$ cat src/rtl/pwm_dac_pkg.sv
package pwm_dac_pkg;
  localparam int CODE_W      = 8;
  localparam int STEPS_FULL  = 256;
  localparam int STEPS_SHORT = 253;
  localparam logic [CODE_W-1:0] CODE_RESET = 8'h80;

  function automatic logic [CODE_W-1:0] frame_last(input logic short_mode);
    frame_last = short_mode ? CODE_W'(STEPS_SHORT - 1) : CODE_W'(STEPS_FULL - 1);
  endfunction
endpackage

$ cat src/rtl/pwm_prescaler.sv
module pwm_prescaler #(
  parameter int FAST_DIV = 1,
  parameter int SLOW_DIV = 2
) (
  input  logic clk,
  input  logic rst_n,
  input  logic slow_sel,
  output logic step_tick
);
  localparam int MAX_DIV = (SLOW_DIV > FAST_DIV) ? SLOW_DIV : FAST_DIV;
  localparam int CNT_W   = $clog2(MAX_DIV) + 1;

  logic [CNT_W-1:0] cnt_q, cnt_d;
  logic [CNT_W-1:0] div_m1;

  always_comb begin
    div_m1    = slow_sel ? CNT_W'(SLOW_DIV - 1) : CNT_W'(FAST_DIV - 1);
    step_tick = (cnt_q >= div_m1);
    cnt_d     = step_tick ? '0 : cnt_q + 1'b1;
  end

  always_ff @(posedge clk or negedge rst_n) begin
    if (!rst_n) cnt_q <= '0;
    else        cnt_q <= cnt_d;
  end
endmodule

$ cat src/rtl/pwm_frame_ctr.sv
module pwm_frame_ctr
  import pwm_dac_pkg::*;
(
  input  logic              clk,
  input  logic              rst_n,
  input  logic              step_tick,
  input  logic              cfg_slow,
  input  logic              cfg_short,
  output logic [CODE_W-1:0] step,
  output logic              frame_wrap,
  output logic              act_slow,
  output logic              act_short
);
  logic [CODE_W-1:0] step_d;
  logic              slow_d, short_d;
  logic              step_en;

  always_comb begin
    step_en    = step_tick;
    frame_wrap = step_tick && (step == frame_last(act_short));
    step_d     = frame_wrap ? '0 : step + 1'b1;
    slow_d     = frame_wrap ? cfg_slow  : act_slow;
    short_d    = frame_wrap ? cfg_short : act_short;
  end

  always_ff @(posedge clk or negedge rst_n) begin
    if (!rst_n) begin
      step      <= '0;
      act_slow  <= 1'b0;
      act_short <= 1'b0;
    end else begin
      if (step_en) step <= step_d;
      act_slow  <= slow_d;
      act_short <= short_d;
    end
  end
endmodule

$ cat src/rtl/pwm_regfile.sv
module pwm_regfile
  import pwm_dac_pkg::*;
#(
  parameter int NUM_CH = 14,
  parameter int AW     = 4
) (
  input  logic                     clk,
  input  logic                     rst_n,
  input  logic                     wr_en,
  input  logic [AW-1:0]            bus_addr,
  input  logic [CODE_W-1:0]        wr_data,
  output logic [CODE_W-1:0]        rd_data,
  output logic [NUM_CH*CODE_W-1:0] regs_flat
);
  for (genvar c = 0; c < NUM_CH; c++) begin : g_reg
    logic              hit;
    logic [CODE_W-1:0] code_q, code_d;

    always_comb begin
      hit    = wr_en && (bus_addr == AW'(c));
      code_d = hit ? wr_data : code_q;
    end

    always_ff @(posedge clk or negedge rst_n) begin
      if (!rst_n) code_q <= CODE_RESET;
      else        code_q <= code_d;
    end

    assign regs_flat[c*CODE_W +: CODE_W] = code_q;
  end

  always_comb begin
    rd_data = '0;
    for (int c = 0; c < NUM_CH; c++) begin
      if (bus_addr == AW'(c)) rd_data = regs_flat[c*CODE_W +: CODE_W];
    end
  end
endmodule

$ cat src/rtl/pwm_channel.sv
module pwm_channel
  import pwm_dac_pkg::*;
(
  input  logic              clk,
  input  logic              rst_n,
  input  logic              frame_wrap,
  input  logic [CODE_W-1:0] reg_code,
  input  logic [CODE_W-1:0] step,
  output logic [CODE_W-1:0] act_code,
  output logic              pwm
);
  logic [CODE_W-1:0] code_d;
  logic              pwm_d;

  always_comb begin
    code_d = frame_wrap ? reg_code : act_code;
    pwm_d  = (step < act_code);
  end

  always_ff @(posedge clk or negedge rst_n) begin
    if (!rst_n) begin
      act_code <= CODE_RESET;
      pwm      <= 1'b0;
    end else begin
      act_code <= code_d;
      pwm      <= pwm_d;
    end
  end
endmodule

$ cat src/rtl/pwm_dac_bank.sv
module pwm_dac_bank
  import pwm_dac_pkg::*;
#(
  parameter int NUM_CH   = 14,
  parameter int AW       = 4,
  parameter int FAST_DIV = 1,
  parameter int SLOW_DIV = 2
) (
  input  logic              clk,
  input  logic              rst_n,
  input  logic              wr_en,
  input  logic [AW-1:0]     bus_addr,
  input  logic [7:0]        wr_data,
  output logic [7:0]        rd_data,
  input  logic              rate_slow,
  input  logic              div253,
  output logic [NUM_CH-1:0] pwm_out
);
  logic                     step_tick;
  logic                     frame_wrap;
  logic [CODE_W-1:0]        step;
  logic                     act_slow;
  logic                     act_short;
  logic [NUM_CH*CODE_W-1:0] regs_flat;
  logic [NUM_CH*CODE_W-1:0] act_flat;

  pwm_regfile #(.NUM_CH(NUM_CH), .AW(AW)) u_regs (
    .clk(clk), .rst_n(rst_n), .wr_en(wr_en), .bus_addr(bus_addr),
    .wr_data(wr_data), .rd_data(rd_data), .regs_flat(regs_flat)
  );

  pwm_prescaler #(.FAST_DIV(FAST_DIV), .SLOW_DIV(SLOW_DIV)) u_pre (
    .clk(clk), .rst_n(rst_n), .slow_sel(act_slow), .step_tick(step_tick)
  );

  pwm_frame_ctr u_frame (
    .clk(clk), .rst_n(rst_n), .step_tick(step_tick),
    .cfg_slow(rate_slow), .cfg_short(div253),
    .step(step), .frame_wrap(frame_wrap),
    .act_slow(act_slow), .act_short(act_short)
  );

  for (genvar c = 0; c < NUM_CH; c++) begin : g_ch
    pwm_channel u_ch (
      .clk(clk), .rst_n(rst_n), .frame_wrap(frame_wrap),
      .reg_code(regs_flat[c*CODE_W +: CODE_W]), .step(step),
      .act_code(act_flat[c*CODE_W +: CODE_W]), .pwm(pwm_out[c])
    );
  end
endmodule

$ cat config.mk
export PLATFORM = sky130hd
export DESIGN_NAME = pwm_dac_bank
export DESIGN_NICKNAME = d
export VERILOG_FILES = /design/src/rtl/pwm_dac_pkg.sv /design/src/rtl/pwm_prescaler.sv /design/src/rtl/pwm_frame_ctr.sv /design/src/rtl/pwm_regfile.sv /design/src/rtl/pwm_channel.sv /design/src/rtl/pwm_dac_bank.sv
export SDC_FILE = /design/constraint.sdc
export NUM_CORES = 1
export LEC_CHECK = 0
export BUFFER_PORTS_ARGS = -buffer_cell sky130_fd_sc_hd__buf_2
export CELL_PAD_IN_SITES_DETAIL_PLACEMENT = 1
export CELL_PAD_IN_SITES_GLOBAL_PLACEMENT = 2
export CORE_ASPECT_RATIO = 1.75
export CORE_UTILIZATION = 44
export CTS_BUF_LIST = sky130_fd_sc_hd__clkbuf_16
export DETAILED_ROUTE_END_ITERATION = 8
export HOLD_SLACK_MARGIN = 0.05
export PLACE_DENSITY_LB_ADDON = 0.1
export SYNTH_ARGS = -nofsm -noshare
export SYNTH_HDL_FRONTEND = slang
export SYNTH_SLANG_ARGS = --single-unit
$ cat constraint.sdc
create_clock -name clk -period 2.7 [get_ports clk]
set_input_delay 0.27 -clock clk [delete_from_list [all_inputs] [get_ports clk]]
set_output_delay 0.27 -clock clk [all_outputs]
set_load 0.1 [all_outputs]
# ---- Yosys cells after proc, flatten, opt, wreduce, memory -nomap -nowiden
# Index checks and enable logic that the tools add are counted.
dict set report op_classes {
  addsub 2
  mul 0
  div_mod_pow 0
  magnitude_cmp 15
  n_eq_ne 14
  shifts 0
  muxes 18
  n_bitwise 0
  reduce_logical 16
}
# op count
set ops {}
lappend ops {{two-way mux 8 bit} 15}
lappend ops {{less-than comparator 8 bit} 14}
lappend ops {{== test 4 bit (second input constant)} 6}
lappend ops {{== test 4 x 3 -> 1 bit (second input constant)} 4}
lappend ops {{logical AND 1 bit} 15}
lappend ops {{adder 8 x 1 -> 8 bit (second input constant)} 1}
lappend ops {{== test 4 x 2 -> 1 bit (second input constant)} 2}
lappend ops {{== test 8 bit} 1}
lappend ops {{== test 4 x 1 -> 1 bit (second input constant)} 1}
lappend ops {{logical NOT 4 bit} 1}
lappend ops {{two-way mux 2 bit} 2}
lappend ops {{adder 2 x 1 -> 2 bit (second input constant)} 1}
lappend ops {{greater-or-equal comparator 2 bit} 1}
lappend ops {{two-way mux 1 bit} 1}
dict set report totals {
  reg_bits 250
  latch_bits 0
  mem_bits_rw 0
  rom_bits 0
  in_bits 17
  out_inout_bits 22
  elab_cells 111
  mem_count 0
}

# ---- Logic depth before layout (Yosys ltp)
dict set report logic_depth {
  word_depth 15
  depth_mapped 9
  depth_no_buf 6
}

# ---- Modules after synthesis
# A second synthesis with hierarchy kept.
dict set report hier_totals {
  cells_unflattened 1178
  hier_area_um2 12979.9
}
# mod n_inst cells_each area_each_um2 seq_area_each_um2
set by_module_without_submodules {}
lappend by_module_without_submodules {pwm_channel 14 50 480.5 226.5}
lappend by_module_without_submodules {pwm_regfile 1 414 5546.6 2820.2}
lappend by_module_without_submodules {pwm_frame_ctr 1 57 610.6 250.2}
lappend by_module_without_submodules {pwm_prescaler 1 7 96.3 50.0}

# ---- Worst setup path after synthesis
# Ideal clock, no wire load.
dict set report synth_timing {
  path_kind {input -> output}
  startpoint {in bus_addr[2]}
  endpoint {out rd_data[3]}
  t_arrival_ns 3.409
  t_required_ns 2.430
  path_slack_ns -0.979
  cell_stages 7
  path_buffers 3
  cell_sequence {buf_2 -> buf_2 -> buf_2 -> nand4b_1 -> o211ai_1 -> a22oi_1 -> o32ai_1}
}
dict set report synth_between {
  elab_chain_cells 15
  elab_cells_between_ends 28
  cone_classes {eq/ne (13); mux (14); reduce/logical (1)}
}
# element line_no
set synth_rtl {}
lappend synth_rtl {{start, declared} pwm_dac_bank.sv:12} ;# input logic [AW-1:0] bus_addr,
lappend synth_rtl {{logical NOT 4 bit} pwm_regfile.sv:35} ;# if (bus_addr == AW'(c)) rd_data = regs_flat[c*CODE_W +: CODE_W];
lappend synth_rtl {{two-way mux 8 bit (13 in a row)} pwm_regfile.sv:35}
lappend synth_rtl {{two-way mux 8 bit *} pwm_regfile.sv:35}
lappend synth_rtl {{end, declared} pwm_dac_bank.sv:14} ;# output logic [7:0] rd_data,
# Every way passes the cells marked *; elsewhere a longest branch is shown, timed or not.

# ---- Worst setup path after layout
dict set report layout_timing {
  startpoint {reg u_regs.g_reg[0].code_q[0]}
  endpoint {out rd_data[0]}
}
dict set report layout_between {
  elab_chain_cells 14
}
# element line_no
set layout_rtl {}
lappend layout_rtl {{start, declared} pwm_regfile.sv:17} ;# logic [CODE_W-1:0] code_q, code_d;
lappend layout_rtl {{start signal, assigned} pwm_regfile.sv:26} ;# else code_q <= code_d;
lappend layout_rtl {{two-way mux 8 bit (14 in a row)} pwm_regfile.sv:35}
# Every way passes these cells.

==> flow_results.org <==
** Outcome
- Outcome :: completed

** Synth
- Cell type contributing the most total cell area after synthesis :: sky130_fd_sc_hd__dfrtp_1
- Number of nets in the synthesized netlist :: 1,196
- In this run, synthesis inferred 0 flip-flops with an integrated enable.
- Post-synth top area share :: 0.4090
- Cells taking the most area after synthesis :: sky130_fd_sc_hd__dfrtp_1 41%, sky130_fd_sc_hd__mux2_2 12%, sky130_fd_sc_hd__ha_1 9.2%, sky130_fd_sc_hd__mux2_4 9.2%, sky130_fd_sc_hd__dfstp_2 5.4%
- Main flop type after synthesis :: sky130_fd_sc_hd__dfrtp_1
- Dividing the synthesized area by the synthesized cell count gives 12.59 um2.
- Yosys warning count :: 0
- Proportion of synthesized flip-flops having asynchronous set or reset :: 1.000
- Post-synthesis sequential element count :: 250
- Cells after synthesis :: 1,079
- Summing every instance area after synthesis gives 13,580 um2.
- Yosys mapped the design onto 71 distinct sky130hd cell types.
- Register area share after synthesis :: 0.4631

** Place
- Gp weighted congestion :: 0.8967
- Buffers placed on the I/O ports in this run total 38.
- Placed wire-length estimate :: 26.49 mm

** Clock network
- TritonCTS built the clock tree.
- Buffer count from post-CTS setup fixing :: 0
- In this run the number of H-tree levels came out at 1.
- # resized after CTS :: 0
- The clock passes through at most 3 buffers.
- CTS sink count :: 250
- Clock latency on the worst-skew pair :: 530 ps
- Clock tree synthesis inserted a total of 24 buffers.
- Cts-stage hold buffer count :: 3
- Clock root buffer :: sky130_fd_sc_hd__clkbuf_16
- Clock transition at path regs :: 60 ps

** Final layout
- In the final design database the tool counted 1,239 nets.
- Number of fillers in the final layout :: 3,084
- Area overhead of the layout relative to synthesis :: 11.93%
- In the final layout, the share of cells above drive strength 1 is 0.3500.
- Footprint of the multi-input gates :: 6523 um2
- Sequential standard cell area :: 6291 um2

** Pwr
- Cell internal power was estimated by the tool at 6700 uW.
- Net switching component of the power :: 2604 uW
- Combinational share of power :: 0.127
- Peak VDD IR :: 0.5161 mV
- The share of total power dissipated in the clock network is 0.371.
- Leak Pwr :: 0.006696 uW
- In this run the power density over the cells is 611.9 nW/um2.
- Sequential power share :: 0.502
- Proportion of total power due to net switching :: 0.2799

** Detailed routing
- Per-cell routed wire length :: 24.70 um
- Antenna Nets Post-Route :: 0
- Routed via count divided by cell count :: 5.687
- The pre-antenna-repair detailed-routing pass consisted of 4 iterations.
- The routed layout has 8,695 vias.
- After detailed routing, the number of remaining DRC violations is 0.
- The first routing iteration left 273 violations.
- Wires add up to 37.77 mm.

** STA
- In the final timing run, aggregate negative setup slack is 0 ps.
- Maximum clock frequency :: 0.3922 GHz
- Max Slew Vio Count :: 0
- Final setup violation count :: 0
- The worst path in the final design needs a cycle of 2549 ps, including I/O delays and setup.
- Measured against its own limit, the worst slew margin works out to 0.5765.
- Worst hold-check slack :: 303.4 ps
- Number of hold violations in the final report :: 0
- Setup repair after global routing missed its margin :: false
- Least-Margin Pin Slew :: 635.2 ps
- Clock skew on the completed layout was measured at 10.36 ps.
- Dividing the final minimum period by the clock period gives 0.9443.

** GRT
- Via count of the first global-routing pass :: 9,736
- GRT Resource Usage Total :: 0.2535
- The initial antenna violation count was 1.
- The first global-routing pass estimated 58.90 mm of wire.
- The total overflow left after global routing is 0.
- Entering global routing, the biggest net connects 74 pins.

** Floorplanning
- Number of placement rows :: 84
- Die height :: 234.4 um
- The floorplan step defined a die boundary enclosing 31,610 um2.
- Boundary pin count :: 39
- Initial core utilization :: 0.4503
- Width of the chip :: 134.8 um
- The total area inside the core boundary comes to 30,160 um2.

** Hold path
- HP Class :: in2async

** Worst setup path
- Of all nets on the critical path, the largest fanout is 3.
- Cell family contributing the most delay on the critical path :: simple AND/OR/NAND/NOR gates
- Data on the critical path arrives at its endpoint at 2280 ps.
- Max incr delay on CP :: 590 ps
- Data on the critical path is required at its endpoint by 2430 ps.
- The worst setup path is of the reg2out kind.
- CP cell instances :: o21ba_2 -> a311oi_1 -> or4_1 -> a32oi_2 -> buf_12
- Crit path buf inv count :: 1
- The worst setup path is captured at a primary output.
- For this design, the slowest cell found on the critical path is sky130_fd_sc_hd__or4_1.
- Crit start category :: flip-flop

** Job
- Max-cap violations in this run came to 0.
worst paths after layout:
kind,cells after the start,slack (ps),endpoint,startpoint
min in group clk,2,330,u_regs.g_reg[6].code_q[7],wr_data[7]
max in group asynchronous,3,1570,g_ch[8].u_ch.act_code[7],rst_n
min,2,300,g_ch[13].u_ch.pwm,rst_n
max,5,150,rd_data[0],u_regs.g_reg[0].code_q[0]
max reg2reg,8,450,g_ch[12].u_ch.act_code[5],u_pre.cnt_q[0]
min reg2reg,1,430,u_pre.cnt_q[0],u_pre.cnt_q[0]
worst reg2reg max path: cells and delay by family, from the launching register on:
family | cells | cell delay, ps
AND/OR/NAND/NOR | 3 | 480
buffers and inverters | 3 | 640
multiplexers | 1 | 390
adder cells (fa/ha/maj) | 1 | 290
flip-flops | 1 | 350
placed cells by master, fill, tap and decap left out, types with 24 or more instances in the layout:
master and n:
sky130_fd_sc_hd__dfrtp_1 222, sky130_fd_sc_hd__mux2_2 148, sky130_fd_sc_hd__inv_1 114, sky130_fd_sc_hd__ha_1 100, sky130_fd_sc_hd__mux2_4 83, sky130_fd_sc_hd__a21o_1 43, sky130_fd_sc_hd__buf_4 31, sky130_fd_sc_hd__buf_2 30
sky130_fd_sc_hd__dfstp_2 28, sky130_fd_sc_hd__a21oi_1 27, sky130_fd_sc_hd__clkbuf_16 25, sky130_fd_sc_hd__nand3_1 24
power by group through the flow:
stage / logic [uW] / registers, uW / clock network (uW)
after detailed placement: 1180 / 4760 / 0
after floorplan: 820 / 4450 / 0
after CTS: 1190 / 4690 / 3550
after global placement: 1150 / 4750 / 0
after global routing: 1260 / 4720 / 3650
final: 1180 / 4670 / 3450
Yosys cell counts, types with 18 or more instances:
master / n
sky130_fd_sc_hd__ha_1: 100
sky130_fd_sc_hd__inv_1: 106
sky130_fd_sc_hd__mux2_4: 83
sky130_fd_sc_hd__dfrtp_1: 222
sky130_fd_sc_hd__o22ai_1: 19
sky130_fd_sc_hd__dfstp_2: 28
sky130_fd_sc_hd__nor2_1: 19
sky130_fd_sc_hd__nand3_1: 24
sky130_fd_sc_hd__nand2b_1: 22
sky130_fd_sc_hd__buf_2: 18
sky130_fd_sc_hd__a21oi_1: 29
sky130_fd_sc_hd__mux2_2: 148
sky130_fd_sc_hd__a21o_1: 43
cell families after synthesis:
family                     count (synthesis)  share of synthesized area
DFF                                      250                     0.4631
muxes                                    250                     0.2331
xor gates and xnor gates                   5                   0.003224
buffers and inverters                    169                    0.06116
AOI/OAI and AO/OA                        175                    0.09220
and+or+nand+nor                          130                    0.05508
adders and majority gates                100                    0.09211
routing by layer:
layer  GRT usage  up-vias  share of wire
met5           0        -              0
met4      0.1043        0          0.041
met3     0.02261       81          0.022
met2      0.4671      129           0.53
met1      0.2998     4542           0.41
li1            -     3943              -
flip-flops by register name (all words and copies together) (netlist names):
name,cells
g_ch.u_ch.act_code,112
u_regs.g.code_q,112
g_ch.u_ch.pwm,14
u_frame.step,8
u_pre.cnt_q,2
u_frame.act_short,1
u_frame.act_slow,1
area by class of cell:
class / count / share of cell area
Clock buffer: 25 / 0.04115
Clock inverter: 19 / 0.01094
Tap cell: 387 / 0.03185
Inverter: 107 / 0.02642
Multi-Input combinational cell: 660 / 0.4290
Sequential cell: 250 / 0.4138
Antenna cell: 2 / 0.0003292
Timing Repair Buffer: 79 / 0.04658
through the flow:
step	utilization	total power (uW)	worst slack [ps]	instances	area (um2)
3_5_place_dp	0.4766	5939	246.7	1480	14380
3_3_place_gp	0.4766	5899	297.0	1480	14380
6_report	0.5041	9303	150.5	1529	15200
2_1_floorplan	-	5265	7.579	1079	13650
5_1_grt	0.5041	9636	94.24	1529	15200
4_1_cts	0.5039	9429	126.9	1527	15200
(Power assumes the default switching activity.)
